**config.mk**
```make
export PLATFORM = sky130hd
export DESIGN_NAME = disk_seq_ctrl
export DESIGN_NICKNAME = d
export VERILOG_FILES = /design/src/rtl/disk_seq_ctrl.sv
export SDC_FILE = /design/constraint.sdc
export NUM_CORES = 1
export LEC_CHECK = 0
export ABC_AREA = 1
export ABC_CLOCK_PERIOD_IN_PS = 3300
export CAP_MARGIN = 25
export CORE_ASPECT_RATIO = 0.6
export CORE_UTILIZATION = 48
export DETAILED_ROUTE_END_ITERATION = 8
export GPL_TIMING_DRIVEN = 0
export PLACE_DENSITY = 0.77
export SYNTH_ARGS = -nofsm -noshare
export SYNTH_HDL_FRONTEND = slang
export SYNTH_SLANG_ARGS = --single-unit
```
**constraint.sdc**
```tcl
create_clock -name clk -period 3.3 [get_ports clk]
set_clock_uncertainty 0.15 [all_clocks]
set_input_delay 0.66 -clock clk [delete_from_list [all_inputs] [get_ports clk]]
set_output_delay 0.66 -clock clk [all_outputs]
set_load 0.005 [all_outputs]
```
**src/rtl/disk_seq_ctrl.sv**
```systemverilog
module disk_seq_ctrl #(
  parameter int CYL_TIME = 4,
  parameter int MIN_TIME = 3,
  parameter int MAX_CYL  = 203
) (
  input  logic        clk,
  input  logic        rst_n,
  input  logic [15:0] cmd_word,
  input  logic        cmd_set,
  input  logic        cmd_clr,
  input  logic        cmd_flag,
  input  logic        xfer_busy,
  input  logic        dat_valid,
  input  logic [15:0] dat_word,
  output logic        dat_ack,
  output logic [15:0] dat_in,
  output logic        cmd_done,
  output logic        cmd_busy,
  input  logic [1:0]  drv_loaded,
  input  logic        err_set,
  input  logic        err_drv,
  input  logic [7:0]  err_bits,
  output logic        xfer_start,
  output logic [3:0]  xfer_fn,
  output logic        xfer_drv,
  output logic [8:0]  xfer_cnt,
  output logic [7:0]  rar_cyl,
  output logic [4:0]  rar_head,
  output logic [4:0]  rar_sec,
  output logic [15:0] pos_cyl,
  output logic [9:0]  pos_head
);
  localparam int NDRV = 2;
  localparam int TW = $clog2(256 * CYL_TIME + MIN_TIME + 1);
  localparam logic [7:0] CYL_LIM = 8'(MAX_CYL);
  localparam logic [7:0] STICKY = 8'h7A;

  typedef enum logic [2:0] {IDLE, GET_CYL, GET_HS, GET_STA, GET_CNT} st_t;

  st_t         st;
  logic        la_q, drv_q;
  logic [7:0]  cyl [NDRV];
  logic [4:0]  hd  [NDRV];
  logic [7:0]  sta [NDRV];
  logic [TW-1:0] tmr [NDRV];
  logic [NDRV-1:0] pend, act, grant;

  wire [3:0] fn   = cmd_word[15:12];
  wire       cd   = cmd_word[0];
  wire       take = cmd_set & ~cmd_ff_n();
  wire       free = ~xfer_busy & ~cmd_flag;
  wire       unused_bits = ^{cmd_word[11:1], dat_word[15:13]};

  function automatic logic cmd_ff_n();
    return cmd_busy | cmd_clr;
  endfunction

  always_comb
    for (int d = 0; d < NDRV; d++) act[d] = (tmr[d] != '0) | pend[d];

  assign grant[0] = pend[0] & free;
  assign grant[1] = pend[1] & free & ~pend[0];

  wire [7:0] sk_diff = (rar_cyl >= cyl[drv_q]) ? rar_cyl - cyl[drv_q] : cyl[drv_q] - rar_cyl;
  wire [TW-1:0] sk_time = (sk_diff == 8'd0) ? TW'(MIN_TIME) : TW'(sk_diff) * TW'(CYL_TIME);
  wire [TW-1:0] rc_time = (cyl[cd] == 8'd0) ? TW'(MIN_TIME) : TW'(cyl[cd]) * TW'(CYL_TIME);

  wire [7:0]  sbase = drv_loaded[drv_q] ? {1'b0, sta[drv_q][6:0]} : 8'h40;
  wire [15:0] sword = {8'h00, drv_q, sbase[6:1], sbase[0] | (|(sbase & STICKY))};

  assign pos_cyl  = {cyl[1], cyl[0]};
  assign pos_head = {hd[1], hd[0]};

  always_ff @(posedge clk) begin
    if (!rst_n) begin
      st <= IDLE; la_q <= 1'b0; drv_q <= 1'b0; cmd_busy <= 1'b0;
      dat_ack <= 1'b0; dat_in <= '0; cmd_done <= 1'b0;
      xfer_start <= 1'b0; xfer_fn <= '0; xfer_drv <= 1'b0; xfer_cnt <= '0;
      rar_cyl <= '0; rar_head <= '0; rar_sec <= '0; pend <= '0;
      for (int d = 0; d < NDRV; d++) begin
        cyl[d] <= '0; hd[d] <= '0; sta[d] <= '0; tmr[d] <= '0;
      end
    end else begin
      dat_ack <= 1'b0;
      cmd_done <= 1'b0;
      xfer_start <= 1'b0;
      for (int d = 0; d < NDRV; d++) begin
        if (tmr[d] != '0) begin
          tmr[d] <= tmr[d] - 1'b1;
          if (tmr[d] == TW'(1)) begin
            pend[d] <= 1'b1;
            if (cyl[d] >= CYL_LIM) begin
              sta[d] <= sta[d] | 8'h05;
              cyl[d] <= '0;
            end else
              sta[d][2] <= 1'b0;
          end
        end
        if (grant[d]) begin
          pend[d] <= 1'b0;
          cmd_done <= 1'b1;
          cmd_busy <= 1'b0;
        end
      end

      if (cmd_clr) begin
        cmd_busy <= 1'b0;
        st <= IDLE;
      end else if (take) begin
        cmd_busy <= 1'b1;
        drv_q <= cd;
        case (fn)
          4'h1: st <= GET_STA;
          4'h2: begin
            rar_cyl <= '0; rar_head <= '0; rar_sec <= '0;
            sta[cd] <= '0;
            if (!act[cd]) begin
              tmr[cd] <= rc_time;
              if (cyl[cd] != 8'd0) sta[cd] <= 8'h04;
              cyl[cd] <= '0;
              hd[cd] <= '0;
            end
          end
          4'h3: begin sta[cd] <= '0; la_q <= 1'b0; st <= GET_CYL; end
          4'hB: begin la_q <= 1'b1; st <= GET_CYL; end
          4'h8: begin sta[cd] <= '0; st <= GET_CNT; end
          4'h4, 4'h5, 4'h6, 4'h7, 4'hC: begin
            sta[cd] <= '0;
            xfer_start <= 1'b1;
            xfer_fn <= fn;
            xfer_drv <= cd;
          end
          default: ;
        endcase
      end else if (dat_valid) begin
        case (st)
          GET_CYL: begin
            rar_cyl <= dat_word[7:0];
            dat_ack <= 1'b1;
            st <= GET_HS;
          end
          GET_HS: begin
            rar_head <= dat_word[12:8];
            rar_sec <= dat_word[4:0];
            dat_ack <= 1'b1;
            st <= IDLE;
            if (la_q) begin
              cmd_busy <= 1'b0;
              cmd_done <= 1'b1;
            end else if (!act[drv_q]) begin
              cyl[drv_q] <= rar_cyl;
              hd[drv_q] <= dat_word[12:8];
              tmr[drv_q] <= sk_time;
              if (sk_diff != 8'd0) sta[drv_q][2] <= 1'b1;
            end
          end
          GET_STA: begin
            dat_in <= sword;
            dat_ack <= 1'b1;
            cmd_busy <= 1'b0;
            sta[drv_q] <= sta[drv_q] & ~STICKY;
            st <= IDLE;
          end
          GET_CNT: begin
            xfer_cnt <= dat_word[8:0];
            xfer_start <= 1'b1;
            xfer_fn <= 4'h8;
            xfer_drv <= drv_q;
            st <= IDLE;
          end
          default: ;
        endcase
      end

      if (err_set) sta[err_drv] <= sta[err_drv] | (err_bits & 8'h7F);
    end
  end
endmodule

```
Word-level counts from Yosys, hierarchy flattened
Memories as Yosys holds them, arrays and structs flattened. A register that Yosys moved wholly into a read port is not among the register bits.
Cells that the tools add are included.
- register bits: 51
- memory bits (writable): 64
- bits of input ports: 51
- output and inout port bits: 78
- logic and storage cells: 300
- memories kept: 4
- add/subtract/negate cells: 4
- $lt $le $gt $ge: 5
- equal/unequal tests: 21
- multiplexer cells: 175
- bitwise logic cells: 37
- reductions and logical operators: 38
- memories (memory ; words ; bits a word ; rd ports ; clocked after Yosys merged registers in ; write ports ; line ; RTL):
    tmr ; 2 ; 11 ; 2 ; 0 ; 3 ; 45 ; logic [TW-1:0] tmr [NDRV];
    cyl ; 2 ; 8 ; 4 ; 1 ; 3 ; 42 ; logic [7:0] cyl [NDRV];
    sta ; 2 ; 8 ; 2 ; 1 ; 4 ; 44 ; logic [7:0] sta [NDRV];
    hd ; 2 ; 5 ; 2 ; 0 ; 2 ; 43 ; logic [4:0] hd [NDRV];
- operator list (cell ; count):
    two-way mux 1 bit ; 134
    two-way mux 8 bit ; 13
    two-way mux 5 bit ; 11
    two-way mux 11 bit ; 3
    OR 1 bit ; 23
    == test 11 x 1 -> 1 bit (second input constant) ; 2
    nonzero test 11 bit ; 2
    subtractor 11 x 1 -> 11 bit (second input constant) ; 2
    two-way mux 10 bit ; 2
    AND reduction 4 bit ; 5
    OR reduction 5 bit ; 4
    == test 4 x 3 -> 1 bit (second input constant) ; 4
    >= comparator 8 bit (second input constant) ; 2
    zero test 8 bit ; 2
    two-way mux 4 bit ; 4
    nonzero test 8 bit ; 2
    OR reduction 8 bit ; 2
    subtractor 8 bit ; 2
    == test 4 bit (second input constant) ; 3
    OR reduction 11 bit ; 1
    AND reduction 2 bit ; 5
    nonzero test 2 bit ; 5
    one-hot mux 3 bit (3 select lines) ; 1
    == test 4 x 2 -> 1 bit (second input constant) ; 2
    22 further kinds ; 44

Depth between registers and ports, before layout
Gate-level depths: netlist (run 1).
An unclocked memory read counts as a cell.
- word-level depth: 16
- gate-level depth with buffers: 26
- mapped depth without buffers: 24

Least setup slack after synthesis (run 1)
OpenSTA, ideal clock, no wires.
- path type: register -> register
- start: reg (tool-made name)
- end: mem sta[1][1], enable pin
- arrival time: 3.093 ns
- setup slack: -0.261 ns
- cell stages (with the launch flop): 24
- buffers on the path: 3
- clock period less this slack: 3.561 ns
- cells stage by stage: dfxtp_1 clkbuf_1 clkbuf_1 clkbuf_1 nand2_1 o21ai_0 inv_1 ha_1 fa_1 inv_1 nand2_1 nand2_1 nand3_1 nand3_2 inv_1 nand2_1 nand2_1 nor2_1 nand3_1 nand2_2 nand2_2 nand2_1 nand3_2 nand3_1
- RTL lines (item ; line):
    to (decl) ; 44

==> results of run 1 <==
routing by layer:
| layer | wire length (um) | GRT usage (%) | vias up |
|---|---|---|---|
| li1 | - | - | 3299 |
| met1 | 10000 | 46.5 | 3245 |
| met2 | 8990 | 44.5 | 388 |
| met3 | 2460 | 5.72 | 32 |
| met4 | 303 | 7.35 | 0 |
| met5 | 0 | 0 | - |
per-stage QoR:
stage	total power, W	instances	setup slack [ns]	hold WS (ns)	TNS [ns]
after floorplan	0.00265	926	0.00311	0.286	0
after global placement	0.00297	1220	-0.729	0.300	-27.16
after detailed placement	0.00300	1220	-0.811	0.302	-31.31
after CTS	0.00491	1272	-0.138	0.312	-2.15
after global routing	0.00521	1272	-0.235	0.331	-3.96
final	0.00500	1272	-0.0906	0.315	-1.34
layout make-up:
cell class / instances / area [um^2] / area share, %
Multi-Input combinational cell: 626 / 3560 / 38.5
Sequential cell: 114 / 2890 / 31.2
Timing Repair Buffer: 124 / 1200 / 12.9
Inverter: 152 / 586 / 6.34
Clock buffer: 19 / 475 / 5.15
Tap cell: 192 / 240 / 2.60
Buffer: 32 / 183 / 1.98
Clock inverter: 13 / 111 / 1.21
flip-flops by register name, indices dropped and copies added, names as in the netlist, named ones only:
register and flops:
cmd_done 1, cmd_busy 1, hd 10, xfer_fn 4, xfer_drv 1, dat_in 8, drv_q 1, sta 14
tmr 22, pend 2, xfer_start 1, rar_sec 5, la_q 1, cyl 16, rar_cyl 8, dat_ack 1
st 3, rar_head 5, xfer_cnt 9
worst max-delay path, stage by stage (launching register included):
cell and delay [ns]:
dfxtp_4 0.45, clkbuf_16 0.19, nand2_4 0.05, o21ai_4 0.06
inv_2 0.06, ha_4 0.17, fa_2 0.36, inv_1 0.06
nand2_1 0.06, nand2_2 0.11, nand3_2 0.10, nand3_4 0.19
nand2_2 0.08, nand2_2 0.13, nand2_2 0.07, nor2_2 0.11
nand3_2 0.09, nand2_4 0.15, nand2_4 0.10, nand2_4 0.11
nand3_4 0.11, nand2_4 0.13
worst max-delay path by stage:
stage | end | slack [ns] | depth (start not counted)
2_1_floorplan | sta[0][1]$_DFFE_PP_ | 0.003 | 22
3_3_place_gp | sta[0][3]$_DFFE_PP_ | -0.73 | 20
3_5_place_dp | sta[0][3]$_DFFE_PP_ | -0.81 | 20
4_1_cts | sta[0][5]$_DFFE_PP_ | -0.14 | 22
5_1_grt | sta[0][5]$_DFFE_PP_ | -0.23 | 21
6_report | sta[0][5]$_DFFE_PP_ | -0.09 | 21
power breakdown:
| group | leakage [nW] | internal [W] | total, W | switching, W |
|---|---|---|---|---|
| clock | 0.292 | 0.00107 | 0.00182 | 0.000748 |
| sequential | 1.09 | 0.00168 | 0.00180 | 0.000120 |
| combinational | 2.90 | 0.000556 | 0.00138 | 0.000822 |
| total | 4.28 | 0.00331 | 0.00500 | 0.00169 |
cell usage in the layout (no fill, tap or decap), types with 12 or more instances in the layout:
cell type        netlist  final
nand2_1              194    172
inv_1                142    137
clkdlybuf4s50_1        0    102
nor2_1                98     95
nand3_1               87     70
edfxtp_1              60     60
o21ai_0               67     58
dfxtp_1               54     53
a21oi_1               40     39
buf_4                  9     29
clkbuf_16              0     20
nand2_2                3     15
clkbuf_1              18     15
ha_1                  20     15
nand3_2                4     14
xor2_1                13     13
nand2_4                2     12
cell families after synthesis:
family	Yosys count
adders and majority gates	22
AOI/OAI and AO/OA	146
xor gates and xnor gates	20
buffers and inverters	186
DFF	114
and+or+nand+nor	430
other	1
timing repair:
action | 4_1_cts | 5_1_grt
buffers inserted | 19 | 2
setup endpoints to repair | 54 | 58
pin swaps | 11 | 22
gates resized for setup | 79 | 22
cloned | 1 | 0
==> metrics.md, run 1 <==
| Metric | Value |
|---|---|
| DR iter-0 viols | 768 |
| Critical path type | flip-flop to flip-flop |
| Seq/Total Area, Yosys | ~42% |
| Most numerous cell in the Yosys netlist | nand2_1 |
| Relative slew slack | 34.8% |
| Crit path max fanout | 8 |
| Via count | around 7000 |
| Ranking of synthesized cells by area | edfxtp_1 (26%), dfxtp_1 (16%), nand2_1 (11%) |
| Max-cap viol count | 0 |
| Worst-Margin Slew | roughly 0.97 ns |
| Fin worst setup slack | -0.0906 ns |
| Hold path depth | 2 |
| Synth top area share | 26.4% |
| Simple-gate portion of the synthesized area | between 20 and 30% |
| First-pass GRT wire length | between 30000 and 40000 um |
| # IOs | between 100 and 150 |
| Post-synth top area cell | edfxtp_1 |
| Post-Synth Adder-Cell Area | ~4.3% |
| Share of cells above drive strength 1 | 15.0% |
| Area growth, synth to finish | 35.6% |
| Placeable Area | about 0.014 mm^2 |
| Post-DP Area | 0.00812 mm^2 |
| Failing checks | negative setup slack |
| Vias in the first global route | 6458 |
| TritonCTS Buffers | 17 |
| Post-synth ARST share | 0% |
| Synthesized area per cell | around 7.4 um^2 |
| Initial core utilization | between 40 and 50% |
| Reg2reg setup slack | -0.09 ns |
| Synth Warn # | 0 |
| Final nets | ~1100 |
| Critical Path Start Type | flip-flop |
| Clock sinks | roughly 110 |
| DRC viols | 0 |
| Vias per inst | 5.47 |
| Commonest cells in the netlist | nand2_1 (194), inv_1 (142), nor2_1 (98) |
| Unrepaired setup endpoints after global routing | yes |
| Pleak | 4.28 nW |
| Max Buffers Root-to-Sink | 2 |
| Status | complete, but fails checks |
| Final Hold Violating Endpoints | 0 |
| Final setup vio count | 18 |
| Post-synthesis mux area share | 0% |
| Largest net degree at the start of global routing | 17 |
| DPL Wire Length | between 15000 and 20000 um |
| Worst-case reg-to-reg path depth | 21 |
| Mapped Area | approximately 0.0068 mm^2 |
| Hold_buf cts | 0 |
| Die span in y | 94.3 um |
| Clock latency on the worst-skew pair | between 0.4 and 0.5 ns |
| EDFF count, synth | 60 |
| Clk slew on worst S/H paths | approximately 0.06 ns |
| Hold Crit Start | tmr[0][10]$_SDFFE_PP0P_ |
| Routed wire length | 21800 um |
| Post-route ant nets | 0 |
| Yosys reg bits | approximately 110 |
| Die Wd | about 160 um |
| Diodes inserted | 0 |
| Post-Synthesis Cells | about 920 |
| Synth unique cells | 54 |
| WL/cell | about 17 um |
| Worst Path Arrival | 3.37 ns |
| Fillcell total | approximately 1200 |
| Initial antenna violation count | 0 |
| Compound-Gate Fraction of Synth Area | approximately an eighth |
| Residual overflow from global routing | 0 |
| GP Congestion | about 0.95 |
| Min Tclk post-route | 3.39 ns |
| Predominant post-synthesis flop cell | edfxtp_1 |
| I/O Buffers | between 100 and 150 |
| Max Fclk | 295 MHz |
| Final Core Density | 67.2% |
| Peak VDD IR | 0.285 mV |
| Area of the die | approximately 0.015 mm^2 |
| Element type at the critical path end | flip-flop |
| Data required, critical path | roughly 3.3 ns |
| Hold path endpoint | tmr[0][10]$_SDFFE_PP0P_ |
| Reg2Reg Capture Point | sta[0][5]$_DFFE_PP_ |
| Finished Cell Area | a little over 0.009 mm^2 |
| FP Rows | 33 |
| Fin crit share | 103% |
| XOR/XNOR Fraction of Synth Area | under 10% |
| PwrDens | around 540 mW/mm^2 |
| Main combinational cell family by area after synthesis | simple AND/OR/NAND/NOR gates |
| CTS tree | yes |
| CTS H-Tree Depth | 4 |
| Max Slew Vio Count | 0 |
| Gr usage total | a little under a third |
| DRT Pass-1 Iters | 5 |
| Root buf cell | clkbuf_16 |
| Worst Hold Class | flip-flop to flip-flop |
Power figures use the tool's default switching activity.
==> inputs of run 2 (changes only) <==
ABC_CLOCK_PERIOD_IN_PS = 2900   (was 3300)
CORE_UTILIZATION = 49   (was 48)
CTS_BUF_LIST = sky130_fd_sc_hd__clkbuf_4   (was default)
GPL_TIMING_DRIVEN = default   (was 0)
PLACE_DENSITY = 0.79   (was 0.77)
clock period = 2.9 ns   (was 3.3 ns; I/O delays follow)
==> metrics.md, run 2 (synthesis gave the netlist of run 1 again) <==
| Metric | Value |
|---|---|
| Largest register by flop count | tmr (unchanged) |
| Worst Hold Class | flip-flop to flip-flop (unchanged) |
| CTS H-Tree Depth | 4 (unchanged) |
| First-pass GRT wire length | 34600 um (was 33900 um) |
| GR Util met2 | 47.2% (was 44.5%) |
| Slowest CP cell | dfxtp_4 (unchanged) |
| FP Rows | 32 (was 33) |
| Clk slew on worst S/H paths | 0.12 ns (was 0.06 ns) |
| Status | complete, but fails checks (unchanged) |
| GP Congestion | 1.02 (was 0.951) |
| CP delay by family, top | simple AND/OR/NAND/NOR gates (unchanged) |
| Final nets | 1216 (was 1140) |
| Min Tclk post-route | 3.23 ns (was 3.39 ns) |
| CP Cell Sequence | bufbuf_16 > o21ai_4 > inv_2 > ha_4 > buf_4 > nand2_1 > nor2_2 > nand2_1 > nand3_4 > nand2_2 > nand2_2 > nand2_2 > nor2_2 > nand3_2 > nand2_4 > nand2_4 > nand2_4 > nand3_4 > nand2_4 (was clkbuf_16 > nand2_4 > o21ai_4 > inv_2 > ha_4 > fa_2 > inv_1 > nand2_1 > nand2_2 > nand3_2 > nand3_4 > nand2_2 > nand2_2 > nand2_2 > nor2_2 > nand3_2 > nand2_4 > nand2_4 > nand2_4 > nand3_4 > nand2_4) |
| TritonCTS Buffers | 17 (unchanged) |
| Max reg flops | 22 (unchanged) |
| Residual overflow from global routing | 0 (unchanged) |
| I/O Buffers | 105 (was 102) |
| Routed wire length | 22800 um (was 21800 um) |
| Vias in the first global route | 6699 (was 6458) |
| CTS tree | yes (unchanged) |
| Die Wd | 154 um (was 156 um) |
| Worst hold margin | 0.324 ns (was 0.315 ns) |
| Vias per inst | 5.58 (was 5.47) |
| CP max stage delay | 0.39 ns (was 0.45 ns) |
| Critical path type | flip-flop to flip-flop (unchanged) |
| Top Registers | tmr (22), cyl (16), sta (14) (unchanged) |
| Place WS | -0.311 ns (was -0.811 ns) |
| Diodes inserted | 0 (unchanged) |
| Share of cells above drive strength 1 | 25.5% (was 15.0%) |
| Fin worst setup slack | -0.335 ns (was -0.0906 ns) |
| Final Core Density | 74.7% (was 67.2%) |
| Area of the die | 0.0144 mm^2 (was 0.0147 mm^2) |
| Max-cap viol count | 0 (unchanged) |
| DRT Pass-1 Iters | 5 (unchanged) |
| Area growth, synth to finish | 44.9% (was 35.6%) |
| Buf/Inv on CP | 3 (unchanged) |
| Initial antenna violation count | 0 (unchanged) |
| Crit path max fanout | 8 (unchanged) |
| Commonest cells after routing, fill and taps aside | nand2_1 (153), inv_1 (131), buf_4 (113), clkdlybuf4s50_1 (105), nor2_1 (91) (was nand2_1 (172), inv_1 (137), clkdlybuf4s50_1 (102), nor2_1 (95), nand3_1 (70)) |
| Worst Path Arrival | 3.35 ns (was 3.37 ns) |
| Critical Path Start Type | flip-flop (unchanged) |
| PwrDens | 527 mW/mm^2 (was 541 mW/mm^2) |
| Met3 Use GR | 8.71% (was 5.72%) |
| Via count | 7398 (was 6964) |
| Crit-path most repeated cell | nand2_4 (unchanged) |
| Placeable Area | 0.0132 mm^2 (was 0.0137 mm^2) |
| Max Fclk | 309 MHz (was 295 MHz) |
| Failing checks | negative setup slack (unchanged) |
| Fillcell total | 950 (was 1150) |
| Root buf cell | clkbuf_4 (was clkbuf_16) |
| DRC viols | 0 (unchanged) |
| Unrepaired setup endpoints after global routing | yes (unchanged) |
| Max Slew Vio Count | 0 (unchanged) |
| Clock sinks | 114 (unchanged) |
| Post-route ant nets | 0 (unchanged) |
| Setup TNS | -7.35 ns (was -1.34 ns) |
| WL/cell | 17.2 um (was 17.1 um) |
| Element type at the critical path end | flip-flop (unchanged) |
| Final Hold Violating Endpoints | 0 (unchanged) |
| Pleak | 4.64 nW (was 4.28 nW) |
| Gr usage total | 31.5% (was 30.7%) |
| DR iter-0 viols | 765 (was 768) |
| # IOs | 129 (unchanged) |
| Data required, critical path | 3.01 ns (was 3.28 ns) |
| Clock latency on the worst-skew pair | 0.54 ns (was 0.43 ns) |
| Max Buffers Root-to-Sink | 2 (unchanged) |
| Most common cell after layout, fill and taps aside | nand2_1 (unchanged) |
| Fin crit share | 112% (was 103%) |
| Most used routing layer | met2 (was met1) |
| Die span in y | 93.4 um (was 94.3 um) |
| Final setup vio count | 28 (was 18) |
| Initial core utilization | 51.6% (was 49.6%) |
| DPL Wire Length | 15700 um (was 15600 um) |
| GR met1 Demand/Resource | 44.2% (was 46.5%) |
| Hold_buf cts | 0 (unchanged) |
| Peak VDD IR | 0.316 mV (was 0.285 mV) |
| Largest net degree at the start of global routing | 35 (was 17) |
==> run 2: cell count changes in the layout (fill, tap and decap cells not counted), sizes merged <==
cell / change
clkdlybuf4s50: +3
bufbuf: +1
inv: +1
clkbuf: -20
clkinvlp: -1
bufinv: +2
buf: +90
==> run 2: area by class of cell <==
class,instances,area (um^2),share of cell area [%]
inverter,152,582,5.89
multi-input combinational,626,3760,38.1
tap,170,213,2.15
clock buffer,17,128,1.29
sequential,114,2890,29.2
timing repair buffer,232,2130,21.6
clock inverter,15,170,1.72
==> run 2: per-layer routing <==
metal,vias up,part of all wire [%]
li1,3432,-
met1,3397,43
met2,489,42
met3,80,12
met4,0,3.0
met5,-,0
==> run 2: worst paths after layout <==
| path | from | to | slack [ns] | depth (start not counted) |
|---|---|---|---|---|
| setup / recovery | flip-flop | sta[0][4]$_DFFE_PP_ | -0.33 | 19 |
| hold / removal | dat_in[1]$_SDFFE_PN0P_ | dat_in[1]$_SDFFE_PN0P_ | 0.32 | 2 |
| setup reg to reg | flip-flop | sta[0][4]$_DFFE_PP_ | -0.33 | 19 |
| hold reg to reg | dat_in[1]$_SDFFE_PN0P_ | dat_in[1]$_SDFFE_PN0P_ | 0.32 | 2 |
==> run 2: worst reg2reg max path, stage by stage (launching register included) <==
cell	delay, ns
dfxtp_4	0.39
bufbuf_16	0.28
o21ai_4	0.14
inv_2	0.07
ha_4	0.28
buf_4	0.11
nand2_1	0.05
nor2_2	0.12
nand2_1	0.11
nand3_4	0.17
nand2_2	0.09
nand2_2	0.10
nand2_2	0.06
nor2_2	0.12
nand3_2	0.11
nand2_4	0.16
nand2_4	0.10
nand2_4	0.12
nand3_4	0.10
nand2_4	0.13
==> run 2: through the flow <==
stage / total power [W] / instance area (um^2) / std cells
final: 0.00521 / 9870 / 1326
after global routing: 0.00546 / 9870 / 1326
after CTS: 0.00505 / 9700 / 1324
after detailed placement: 0.00361 / 8880 / 1274
after global placement: 0.00357 / 8880 / 1274
after floorplan: 0.00304 / 6940 / 926
==> run 2: timing repair <==
item / 4_1_cts / 5_1_grt
cloned: 1 / 0
setup buffers: 17 / 5
resized for setup: 92 / 42
pin swaps: 39 / 25
setup endpoints to repair: 22 / 56
==> run 2: power breakdown <==
group / internal [W] / switching, W / total, W / leakage, nW
Sequential: 0.00191 / 0.000119 / 0.00203 / 1.09
Clock: 0.000535 / 0.000725 / 0.00126 / 0.164
Combinational: 0.000854 / 0.00106 / 0.00192 / 3.39
Total: 0.00330 / 0.00191 / 0.00521 / 4.64
==> inputs of run 3 (changes only) <==
ABC_CLOCK_PERIOD_IN_PS = 3550   (was 2900)
CORE_UTILIZATION = 54   (was 49)
PLACE_DENSITY = 0.82   (was 0.79)
clock period = 3.55 ns   (was 2.9 ns; I/O delays follow)
==> metrics.md, run 3 (synthesis gave the netlist of run 1 again) <==
| Metric | Value |
|---|---|
| Status | finished, final reports clean (was complete, but fails checks) |
| Fin worst setup slack | 0.228 ns (was -0.335 ns) |
| DRT Pass-1 Iters | 6 (was 5) |
| Most common cell after layout, fill and taps aside | nand2_1 (unchanged) |
| First-pass GRT wire length | 29400 um (was 34600 um) |
| Peak VDD IR | 0.226 mV (was 0.316 mV) |
| Worst Hold Class | flip-flop to flip-flop (unchanged) |
| Placeable Area | 0.0122 mm^2 (was 0.0132 mm^2) |
| # IOs | 129 (unchanged) |
| CTS H-Tree Depth | 4 (unchanged) |
| Commonest cells after routing, fill and taps aside | nand2_1 (189), inv_1 (140), clkdlybuf4s50_1 (105), nor2_1 (97), nand3_1 (79) (was nand2_1 (153), inv_1 (131), buf_4 (113), clkdlybuf4s50_1 (105), nor2_1 (91)) |
| Critical path type | flip-flop to flip-flop (unchanged) |
| Cell count after placement | 1191 (was 1274) |
| Worst path depth | 22 (was 19) |
| Largest net degree at the start of global routing | 35 (unchanged) |
| Data required, critical path | 3.68 ns (was 3.01 ns) |
| Sequential power share | 43.8% (was 38.9%) |
| Element type at the critical path end | flip-flop (unchanged) |
| CP max stage delay | 0.47 ns (was 0.39 ns) |
| Final setup vio count | 0 (was 28) |
| Fillcell total | 983 (was 950) |
| Fin crit share | 93.6% (was 112%) |
| DR iter-0 viols | 619 (was 765) |
| Max reg flops | 22 (unchanged) |
| Internal Pwr Total | 0.00243 W (was 0.00330 W) |
| Vias in the first global route | 5885 (was 6699) |
| Logic gate share of total power | 30.3% (was 36.8%) |
| Residual overflow from global routing | 0 (unchanged) |
| Worst Path Arrival | 3.45 ns (was 3.35 ns) |
| Max Slew Vio Count | 0 (unchanged) |
| Clk slew on worst S/H paths | 0.11 ns (was 0.12 ns) |
| Crit path max fanout | 8 (unchanged) |
| Share of cells above drive strength 1 | 11.0% (was 25.5%) |
| Gr usage total | 29.4% (was 31.5%) |
| Clock power share | 25.8% (was 24.2%) |
| Final nets | 1120 (was 1216) |
| DRC viols | 0 (unchanged) |
| Initial antenna violation count | 0 (unchanged) |
| CTS tree | yes (unchanged) |
| Min Tclk post-route | 3.32 ns (was 3.23 ns) |
| PwrDens | 442 mW/mm^2 (was 527 mW/mm^2) |
| Max Buffers Root-to-Sink | 2 (unchanged) |
| I/O Buffers | 105 (unchanged) |
| Hold path depth | 2 (unchanged) |
| Routed wire length | 19300 um (was 22800 um) |
| Top Registers | tmr (22), cyl (16), sta (14) (unchanged) |
| Clock sinks | 114 (unchanged) |
| Sw frac | 35.9% (was 36.7%) |
| Die Wd | 147 um (was 154 um) |
| Area growth, synth to finish | 26.1% (was 44.9%) |
| Largest register by flop count | tmr (unchanged) |
| TritonCTS Buffers | 17 (unchanged) |
| Crit-path most repeated cell | nand2_1 (was nand2_4) |
| Initial core utilization | 56.0% (was 51.6%) |
| Buf/Inv on CP | 3 (unchanged) |
| DPL Wire Length | 14400 um (was 15700 um) |
| Max Fclk | 301 MHz (was 309 MHz) |
| CP Cell Sequence | inv_2 > nand2_1 > o21ai_0 > inv_1 > ha_2 > fa_2 > inv_1 > nand2_1 > nand2_2 > nand3_2 > nand3_4 > nand2_1 > nand2_1 > nand2_1 > nor2_1 > nand3_1 > nand2_4 > nand3_4 > nand3_4 > nand2_1 > nand3_1 > nand2_1 (was bufbuf_16 > o21ai_4 > inv_2 > ha_4 > buf_4 > nand2_1 > nor2_2 > nand2_1 > nand3_4 > nand2_2 > nand2_2 > nand2_2 > nor2_2 > nand3_2 > nand2_4 > nand2_4 > nand2_4 > nand3_4 > nand2_4) |
| Slowest CP cell | edfxtp_1 (was dfxtp_4) |
| Clock latency on the worst-skew pair | 0.53 ns (was 0.54 ns) |
| Place WS | -0.0599 ns (was -0.311 ns) |
| Pleak | 4.05 nW (was 4.64 nW) |
| Root buf cell | clkbuf_4 (unchanged) |
| CP delay by family, top | simple AND/OR/NAND/NOR gates (unchanged) |
| Relative slew slack | 66.3% |
| Area of the die | 0.0131 mm^2 (was 0.0144 mm^2) |
| Worst hold margin | 0.320 ns (was 0.324 ns) |
| Via count | 6686 (was 7398) |
| Setup TNS | 0 ns (was -7.35 ns) |
| Finished Layout Cells | 1225 (was 1326) |
| Worst-Margin Slew | about 0.5 ns |
| Switching power | 0.00136 W (was 0.00191 W) |
| Max-cap viol count | 0 (unchanged) |
| Critical Path Start Type | flip-flop (unchanged) |
| Worst-case reg-to-reg path depth | 22 (was 19) |
| Vias per inst | 5.46 (was 5.58) |
| GP Congestion | 0.967 (was 1.02) |
| Final Hold Violating Endpoints | 0 (unchanged) |
| Diodes inserted | 0 (unchanged) |
| Die span in y | 89.0 um (was 93.4 um) |
| FP Rows | 31 (was 32) |
| WL/cell | 15.8 um (was 17.2 um) |
| Post-route ant nets | 0 (unchanged) |
| Final Core Density | 70.5% (was 74.7%) |
-- run 3: changes by cell type in the layout (fill, tap and decap cells not counted), sizes merged --
cell and delta:
buf -95, clkinv -3, inv +2, bufbuf -1
clkinvlp +1
-- run 3: metrics by stage --
step	cell area [um^2]	total power, W
2_1_floorplan	6840	0.00246
3_3_place_gp	8150	0.00275
3_5_place_dp	8150	0.00279
4_1_cts	8430	0.00376
5_1_grt	8590	0.00400
6_report	8590	0.00379
-- run 3: path summary, 6_finish.rpt --
check	startpoint	endpoint	slack, ns
min reg2reg	tmr[0][10]$_SDFFE_PP0P_	tmr[0][10]$_SDFFE_PP0P_	0.32
min	tmr[0][10]$_SDFFE_PP0P_	tmr[0][10]$_SDFFE_PP0P_	0.32
max reg2reg	cyl[1][0]$_SDFFCE_PN0P_	sta[1][0]$_DFFE_PP_	0.23
max	cyl[1][0]$_SDFFCE_PN0P_	sta[1][0]$_DFFE_PP_	0.23
-- run 3: per-layer routing --
layer	wire length, um	GRT usage (%)	vias to the layer above
met5	0	0	-
met4	194	6.37	0
met3	2370	8.52	23
met2	7980	42.0	351
met1	8770	43.7	3068
li1	-	-	3244
-- run 3: layout make-up --
cell class	instances	area [um^2]	share of cell area [%]
clock buffer	17	128	1.49
clock inverter	15	151	1.76
inverter	152	579	6.74
multi-input combinational	626	3360	39.1
sequential	114	2890	33.6
tap	165	206	2.40
timing repair buffer	136	1280	14.9
-- run 3: tightest hold or removal path, cell delays in order, from the launching register on --
cell and delay, ns:
dfxtp_1 0.34, nand2_1 0.07, nor2_1 0.04
-- run 3: power groups by stage --
stage / combinational (W) / sequential (W) / clock [W]
after floorplan: 0.000802 / 0.00166 / 0
after global placement: 0.00107 / 0.00168 / 0
after detailed placement: 0.00110 / 0.00169 / 0
after CTS: 0.00111 / 0.00166 / 0.000984
after global routing: 0.00128 / 0.00168 / 0.00105
final: 0.00115 / 0.00166 / 0.000981
-- run 3: repair_timing --
| item | CTS | global route |
|---|---|---|
| setup buffers | 0 | 2 |
| pin swaps | 0 | 5 |
| gates resized for setup | 1 | 37 |
| hold buffers | 0 | 0 |
| endpoints found under the setup margin | 10 | 18 |
